===== src/rtl/ddr2_init_pkg.sv =====
package ddr2_init_pkg;

  typedef enum logic [1:0] {K_PRE, K_MRS, K_REF} kind_e;
  typedef enum logic [1:0] {W_ZERO, W_EMR1, W_MR_DLL, W_MR} word_e;

  typedef struct packed {
    kind_e      kind;
    logic [1:0] bank;
    word_e      word;
  } step_t;

  localparam int NUM_STEPS = 10;

  // {cs_n, ras_n, cas_n, we_n}
  localparam logic [3:0] BUS_NOP = 4'b0111;
  localparam logic [3:0] BUS_PRE = 4'b0010;
  localparam logic [3:0] BUS_REF = 4'b0001;
  localparam logic [3:0] BUS_MRS = 4'b0000;

  function automatic step_t step_info(input logic [3:0] idx);
    step_t s;
    s = '{kind: K_PRE, bank: 2'd0, word: W_ZERO};
    case (idx)
      4'd1: s = '{kind: K_MRS, bank: 2'd2, word: W_ZERO};
      4'd2: s = '{kind: K_MRS, bank: 2'd3, word: W_ZERO};
      4'd3: s = '{kind: K_MRS, bank: 2'd1, word: W_EMR1};
      4'd4: s = '{kind: K_MRS, bank: 2'd0, word: W_MR_DLL};
      4'd6, 4'd7, 4'd9: s = '{kind: K_REF, bank: 2'd0, word: W_ZERO};
      4'd8: s = '{kind: K_MRS, bank: 2'd0, word: W_MR};
      default: s = '{kind: K_PRE, bank: 2'd0, word: W_ZERO};
    endcase
    return s;
  endfunction

endpackage


===== src/rtl/ddr2_init_words.sv =====
module ddr2_init_words
  import ddr2_init_pkg::*;
#(
  parameter int ADDR_W = 13
) (
  input  word_e             sel,
  input  logic [2:0]        cas_lat,
  input  logic [2:0]        wr_rec,
  output logic [ADDR_W-1:0] word
);
  localparam logic [2:0] BL8 = 3'b011;

  logic [12:0] w13;

  always_comb begin
    w13 = 13'd0;
    case (sel)
      W_EMR1:   w13 = 13'h0004;
      W_MR_DLL: w13 = {1'b0, wr_rec, 1'b1, 1'b0, cas_lat, 1'b0, BL8};
      W_MR:     w13 = {1'b0, wr_rec, 1'b0, 1'b0, cas_lat, 1'b0, BL8};
      default:  w13 = 13'd0;
    endcase
    word = '0;
    word[12:0] = w13;
  end

endmodule


===== src/rtl/ddr2_init_timer.sv =====
module ddr2_init_timer #(
  parameter int CW      = 8,
  parameter int RST_VAL = 0
) (
  input  logic          clk,
  input  logic          rst,
  input  logic          load,
  input  logic [CW-1:0] load_val,
  output logic          zero
);
  logic [CW-1:0] cnt;

  always_ff @(posedge clk) begin
    if (rst)             cnt <= CW'(RST_VAL);
    else if (load)       cnt <= load_val;
    else if (cnt != '0)  cnt <= cnt - 1'b1;
  end

  assign zero = (cnt == '0);

endmodule


===== src/rtl/ddr2_init_trigger.sv =====
module ddr2_init_trigger #(
  parameter int          BE_W     = 4,
  parameter logic [3:0]  LOW_MASK = 4'b0011
) (
  input  logic            cfg_wr,
  input  logic [BE_W-1:0] cfg_be,
  input  logic            idle,
  output logic            sw_go
);
  assign sw_go = idle && cfg_wr && ((cfg_be & BE_W'(LOW_MASK)) != '0);
endmodule


===== src/rtl/ddr2_init_seq.sv =====
module ddr2_init_seq
  import ddr2_init_pkg::*;
#(
  parameter int ADDR_W   = 13,
  parameter int CKE_WAIT = 20,
  parameter int T_RP     = 3,
  parameter int T_MRD    = 2,
  parameter int T_RFC    = 8
) (
  input  logic              clk,
  input  logic              rst,
  input  logic              cfg_wr,
  input  logic [3:0]        cfg_be,
  input  logic [2:0]        cfg_cas_lat,
  input  logic [2:0]        cfg_wr_rec,
  input  logic              q_idle,
  output logic              q_drain_req,
  output logic              q_flush,
  output logic              init_busy,
  output logic              init_done,
  output logic              ddr_cke,
  output logic              ddr_cs_n,
  output logic              ddr_ras_n,
  output logic              ddr_cas_n,
  output logic              ddr_we_n,
  output logic [1:0]        ddr_ba,
  output logic [ADDR_W-1:0] ddr_addr
);
  localparam int M1   = (T_RP > T_MRD) ? T_RP : T_MRD;
  localparam int M2   = (M1 > T_RFC) ? M1 : T_RFC;
  localparam int MAXV = (M2 > CKE_WAIT) ? M2 : CKE_WAIT;
  localparam int CW   = $clog2(MAXV + 1);
  localparam int SW   = $clog2(NUM_STEPS + 1);

  typedef enum logic [2:0] {ST_IDLE, ST_DRAIN, ST_STAB, ST_ISSUE, ST_WAIT} state_e;

  state_e            state;
  logic [SW-1:0]     step;
  logic [3:0]        bus_q;
  logic [1:0]        ba_q;
  logic [ADDR_W-1:0] addr_q;
  logic              cke_q, busy_q, done_q, flush_q, drain_q;

  step_t             info;
  logic [ADDR_W-1:0] mode_word;
  logic              sw_go;
  logic              tmr_zero;
  logic              tmr_load;
  logic [CW-1:0]     tmr_val;
  logic              last_step;

  assign info      = step_info(4'(step));
  assign last_step = (step == SW'(NUM_STEPS));

  ddr2_init_trigger #(.BE_W(4), .LOW_MASK(4'b0011)) u_trig (
    .cfg_wr (cfg_wr),
    .cfg_be (cfg_be),
    .idle   (state == ST_IDLE),
    .sw_go  (sw_go)
  );

  ddr2_init_words #(.ADDR_W(ADDR_W)) u_words (
    .sel     (info.word),
    .cas_lat (cfg_cas_lat),
    .wr_rec  (cfg_wr_rec),
    .word    (mode_word)
  );

  // Gap after a command = 2 + loaded value (issue edge + zero-detect edge).
  always_comb begin
    tmr_load = (state == ST_ISSUE) && !last_step;
    case (info.kind)
      K_PRE:   tmr_val = CW'(T_RP - 2);
      K_REF:   tmr_val = CW'(T_RFC - 2);
      default: tmr_val = CW'(T_MRD - 2);
    endcase
  end

  ddr2_init_timer #(.CW(CW), .RST_VAL(CKE_WAIT - 1)) u_tmr (
    .clk      (clk),
    .rst      (rst),
    .load     (tmr_load),
    .load_val (tmr_val),
    .zero     (tmr_zero)
  );

  always_ff @(posedge clk) begin
    if (rst) begin
      state   <= ST_STAB;
      step    <= '0;
      cke_q   <= 1'b0;
      busy_q  <= 1'b1;
      done_q  <= 1'b0;
      flush_q <= 1'b1;
      drain_q <= 1'b0;
      bus_q   <= BUS_NOP;
      ba_q    <= '0;
      addr_q  <= '0;
    end else begin
      flush_q <= 1'b0;
      bus_q   <= BUS_NOP;
      ba_q    <= '0;
      addr_q  <= '0;
      case (state)
        ST_IDLE: begin
          if (sw_go) begin
            state   <= ST_DRAIN;
            drain_q <= 1'b1;
            busy_q  <= 1'b1;
            done_q  <= 1'b0;
          end
        end
        ST_DRAIN: begin
          if (q_idle) begin
            drain_q <= 1'b0;
            step    <= '0;
            state   <= ST_ISSUE;
          end
        end
        ST_STAB: begin
          if (tmr_zero) begin
            cke_q <= 1'b1;
            step  <= '0;
            state <= ST_ISSUE;
          end
        end
        ST_ISSUE: begin
          if (last_step) begin
            state  <= ST_IDLE;
            busy_q <= 1'b0;
            done_q <= 1'b1;
          end else begin
            case (info.kind)
              K_PRE: begin
                bus_q      <= BUS_PRE;
                addr_q[10] <= 1'b1;
              end
              K_REF: bus_q <= BUS_REF;
              default: begin
                bus_q  <= BUS_MRS;
                ba_q   <= info.bank;
                addr_q <= mode_word;
              end
            endcase
            step  <= step + 1'b1;
            state <= ST_WAIT;
          end
        end
        ST_WAIT: begin
          if (tmr_zero) state <= ST_ISSUE;
        end
        default: state <= ST_IDLE;
      endcase
    end
  end

  assign q_drain_req = drain_q;
  assign q_flush     = flush_q;
  assign init_busy   = busy_q;
  assign init_done   = done_q;
  assign ddr_cke     = cke_q;
  assign ddr_cs_n    = bus_q[3];
  assign ddr_ras_n   = bus_q[2];
  assign ddr_cas_n   = bus_q[1];
  assign ddr_we_n    = bus_q[0];
  assign ddr_ba      = ba_q;
  assign ddr_addr    = addr_q;

endmodule


===== config.mk =====
export PLATFORM = sky130hd
export DESIGN_NAME = ddr2_init_seq
export DESIGN_NICKNAME = d
export VERILOG_FILES = /design/src/rtl/ddr2_init_pkg.sv /design/src/rtl/ddr2_init_words.sv /design/src/rtl/ddr2_init_timer.sv /design/src/rtl/ddr2_init_trigger.sv /design/src/rtl/ddr2_init_seq.sv
export SDC_FILE = /design/constraint.sdc
export NUM_CORES = 1
export LEC_CHECK = 0
export BUFFER_PORTS_ARGS = -buffer_cell sky130_fd_sc_hd__buf_2
export CORE_UTILIZATION = 30
export CTS_CLUSTER_DIAMETER = 30
export DETAILED_ROUTE_END_ITERATION = 12
export MAX_ROUTING_LAYER = met4
export REMOVE_ABC_BUFFERS = 1
export SYNTH_ARGS = -nofsm -noshare
export SYNTH_HDL_FRONTEND = slang
export SYNTH_HIERARCHICAL = 1
export SYNTH_SLANG_ARGS = --single-unit
export TNS_END_PERCENT = 50

===== constraint.sdc =====
create_clock -name clk -period 3.6 [get_ports clk]
set_clock_uncertainty 0.15 [all_clocks]
set_input_delay 0.54 -clock clk [delete_from_list [all_inputs] [get_ports clk]]
set_output_delay 0.54 -clock clk [all_outputs]
set_load 0.005 [all_outputs]

==> results.json <==
{
  "status": "finished clean",
  "antenna_found_initial": 0,
  "hpwl_um": 2090,
  "async_flop_share_pct": 0,
  "placed_cells": 282,
  "insertion_delay_ps": 290,
  "drc_errors": 0,
  "fin_crit_ps": 2660,
  "startpoint": "u_tmr/cnt[0]",
  "drt_iter0_drc": 69,
  "timing.rr.end": "info[4]",
  "cp_max_fo": 3,
  "critPathKind": "reg2reg",
  "p_per_area_nw_per_um2": 442,
  "r2r_cells": 12,
  "antennaDiodeCount": 0,
  "htree_levels": 2,
  "postCtsSetupRepairBufs": 0,
  "ys_ff_latch": 41,
  "clockRootBuffer": "clkbuf_8",
  "die_x_um": 79.6,
  "end_kind": "flop",
  "grt_usage_pct": 10.4,
  "io_pins": 38,
  "seq_area_frac_synth_pct": 45.4,
  "synth.cell_area_um2": 1810,
  "setup_viol": 0,
  "synth_top_flop_cell": "dfxtp_1",
  "grt_max_degree": 26,
  "synth.most_common_cell": "dfxtp_1",
  "grt_pass1_wl_um": 5060,
  "hold_start": "info[2]",
  "fin_nets": 238,
  "holdPathEnd": "ddr_ba[0]",
  "instances_no_fill": 290,
  "worstMarginPinSlew_ps": 499,
  "fin_tns_setup_ps": 0,
  "multiInputGateArea_um2": 867,
  "drive_above_1_share_pct": 29.4,
  "yosys-top-cells-area": "dfxtp_1, and3_1, ha_1",
  "final_max_slew_viol_count": 0,
  "die_height_um": 79.6,
  "ir_worst_vdd_v": 0.000166,
  "fp.coreArea_um2": 5640,
  "max_cap_viol_count": 0,
  "seqCellArea_um2": 821,
  "cp-start-kind": "flop",
  "max_freq_ghz": 0.377,
  "cts_tree": "built",
  "cts_buffer_depth": 2,
  "rsz0062_at_grt": "false",
  "clock-sinks": 41,
  "cts_buffers": 5,
  "num_rows": 27,
  "fin_crit_sh_pct": 73.8,
  "vias_per_cell": 4.31,
  "whs_ps": 304,
  "cts_hold_buf": 0,
  "wl_per_cell_um": 10.2,
  "hold_class": "reg2reg",
  "hold_viol": 0,
  "fillers": 558,
  "initial_core_util_pct": 32.0,
  "clk_pin_slew_ps": 80,
  "ys_warn_count": 6,
  "synth_cell_types": 51,
  "worstPathRequired_ps": 3620,
  "worstHoldPathCells": 1,
  "r2r_slack_ps": 940,
  "vias": 1249,
  "post-synth-top-area-cell": "dfxtp_1",
  "crit_arrival_ps": 2670,
  "drtAntennaViolNets": 0,
  "synth_common_cells": "dfxtp_1, a21oi_1, and3_1, nor2_1, inv_1",
  "cts-resized-gates": 0,
  "synthCells": 184,
  "synthDominantCellAreaShare_pct": 45.4,
  "grt_pass1_vias": 1148,
  "slew_headroom_pct": 66.7,
  "synth_enable_flop_cells": 0,
  "area_delta_synth_final_pct": 17.9,
  "r2r_start": "u_tmr/cnt[0]",
  "dieArea_um2": 6340,
  "drt-pass1-iter-count": 4,
  "postSynthAreaPerCell_um2": 9.82,
  "io_buffer_count": 34,
  "leakage_nw": 0.977,
  "totalWireLength_um": 2950,
  "overflow": 0,
  "gp_congestion": 0.760
}
-- cells by family after synthesis --
group,count (synthesis),synth area share [%]
and+or+nand+nor,71,24.4
DFF,41,45.4
AOI/OAI and AO/OA,31,12.0
buffers and inverters,23,7.41
adders and majority gates,7,4.85
xor gates and xnor gates,5,2.84
muxes,4,2.63
other,2,0.416
-- worst max path at each step --
stage / cells after the start / to / slack (ps)
2_1_floorplan: 12 / info[4] / 1030
3_3_place_gp: 12 / info[4] / 950
3_5_place_dp: 12 / info[4] / 930
4_1_cts: 12 / info[4] / 930
5_1_grt: 12 / info[4] / 780
6_report: 12 / info[4] / 940
-- layout by cell type, fill, tap and decap left out, types with 2 or more instances in the layout --
master     count
dfxtp_1       41
buf_2         34
nor2_1        14
a21oi_1       14
and3_1        14
inv_1          9
nand2_1        8
ha_1           7
o21ai_0        6
conb_1         6
and2_1         6
clkbuf_8       5
xnor2_1        4
mux2_2         3
and2b_2        3
nor2b_1        3
nor3_1         3
or2_1          2
nand3_1        2
o21ai_1        2
or3_1          2
bufinv_16      2
-- sequential cells by signal, summed over array words and instances, names as in the netlist --
| name | count |
|---|---|
| ddr_cke | 1 |
| state | 3 |
| ddr_addr | 13 |
| u_tmr/cnt | 5 |
| info | 6 |
| q_drain_req | 1 |
| q_flush | 1 |
| init_busy | 1 |
| ddr_ba | 2 |
| step | 4 |
| bus_q | 3 |
| init_done | 1 |
-- worst max-delay path, stage by stage, from the launching register on --
cell and delay, ps:
dfxtp_1 330, inv_1 70, ha_1 230, nor4b_4 140, and4bb_1 240, a31oi_4 220, nand2_2 90, mux2_2 290
or2_1 240, ha_1 200, inv_1 120, xnor2_2 130, o22ai_2 80
-- final cells by class --
type | instances | share of cell area [%]
tap | 72 | 4.23
timing repair buffer | 35 | 8.34
clock inverter | 3 | 3.23
clock buffer | 5 | 3.23
sequential | 41 | 38.5
multi-input combinational | 124 | 40.7
inverter | 10 | 1.76
-- power breakdown --
part,switching [W],total (W),internal [W],leakage [nW]
registers,0.00000620,0.000466,0.000460,0.332
logic,0.0000163,0.0000323,0.0000161,0.577
clock network,0.000164,0.000443,0.000279,0.0687
total,0.000186,0.000941,0.000755,0.977
-- metrics by stage --
stage               cell area (um2)  utilization (%)  power [W]  setup WS [ps]
floorplan                      1730                -   0.000494           1030
global placement               1990             35.3   0.000509            945
detailed placement             1990             35.3   0.000509            934
CTS                            2130             37.8   0.000953            932
global route                   2130             37.8   0.000979            784
finish                         2130             37.8   0.000941            945
-- layer usage --
metal / share of wire, % / vias up / global-route usage (%)
met5: 0 / - / -
met4: 1.1 / 0 / 3.82
met3: 5.1 / 4 / 2.86
met2: 42 / 29 / 15.6
met1: 52 / 536 / 13.2
li1: - / 680 / -
Note: power is estimated with default switching activity, not from simulation.
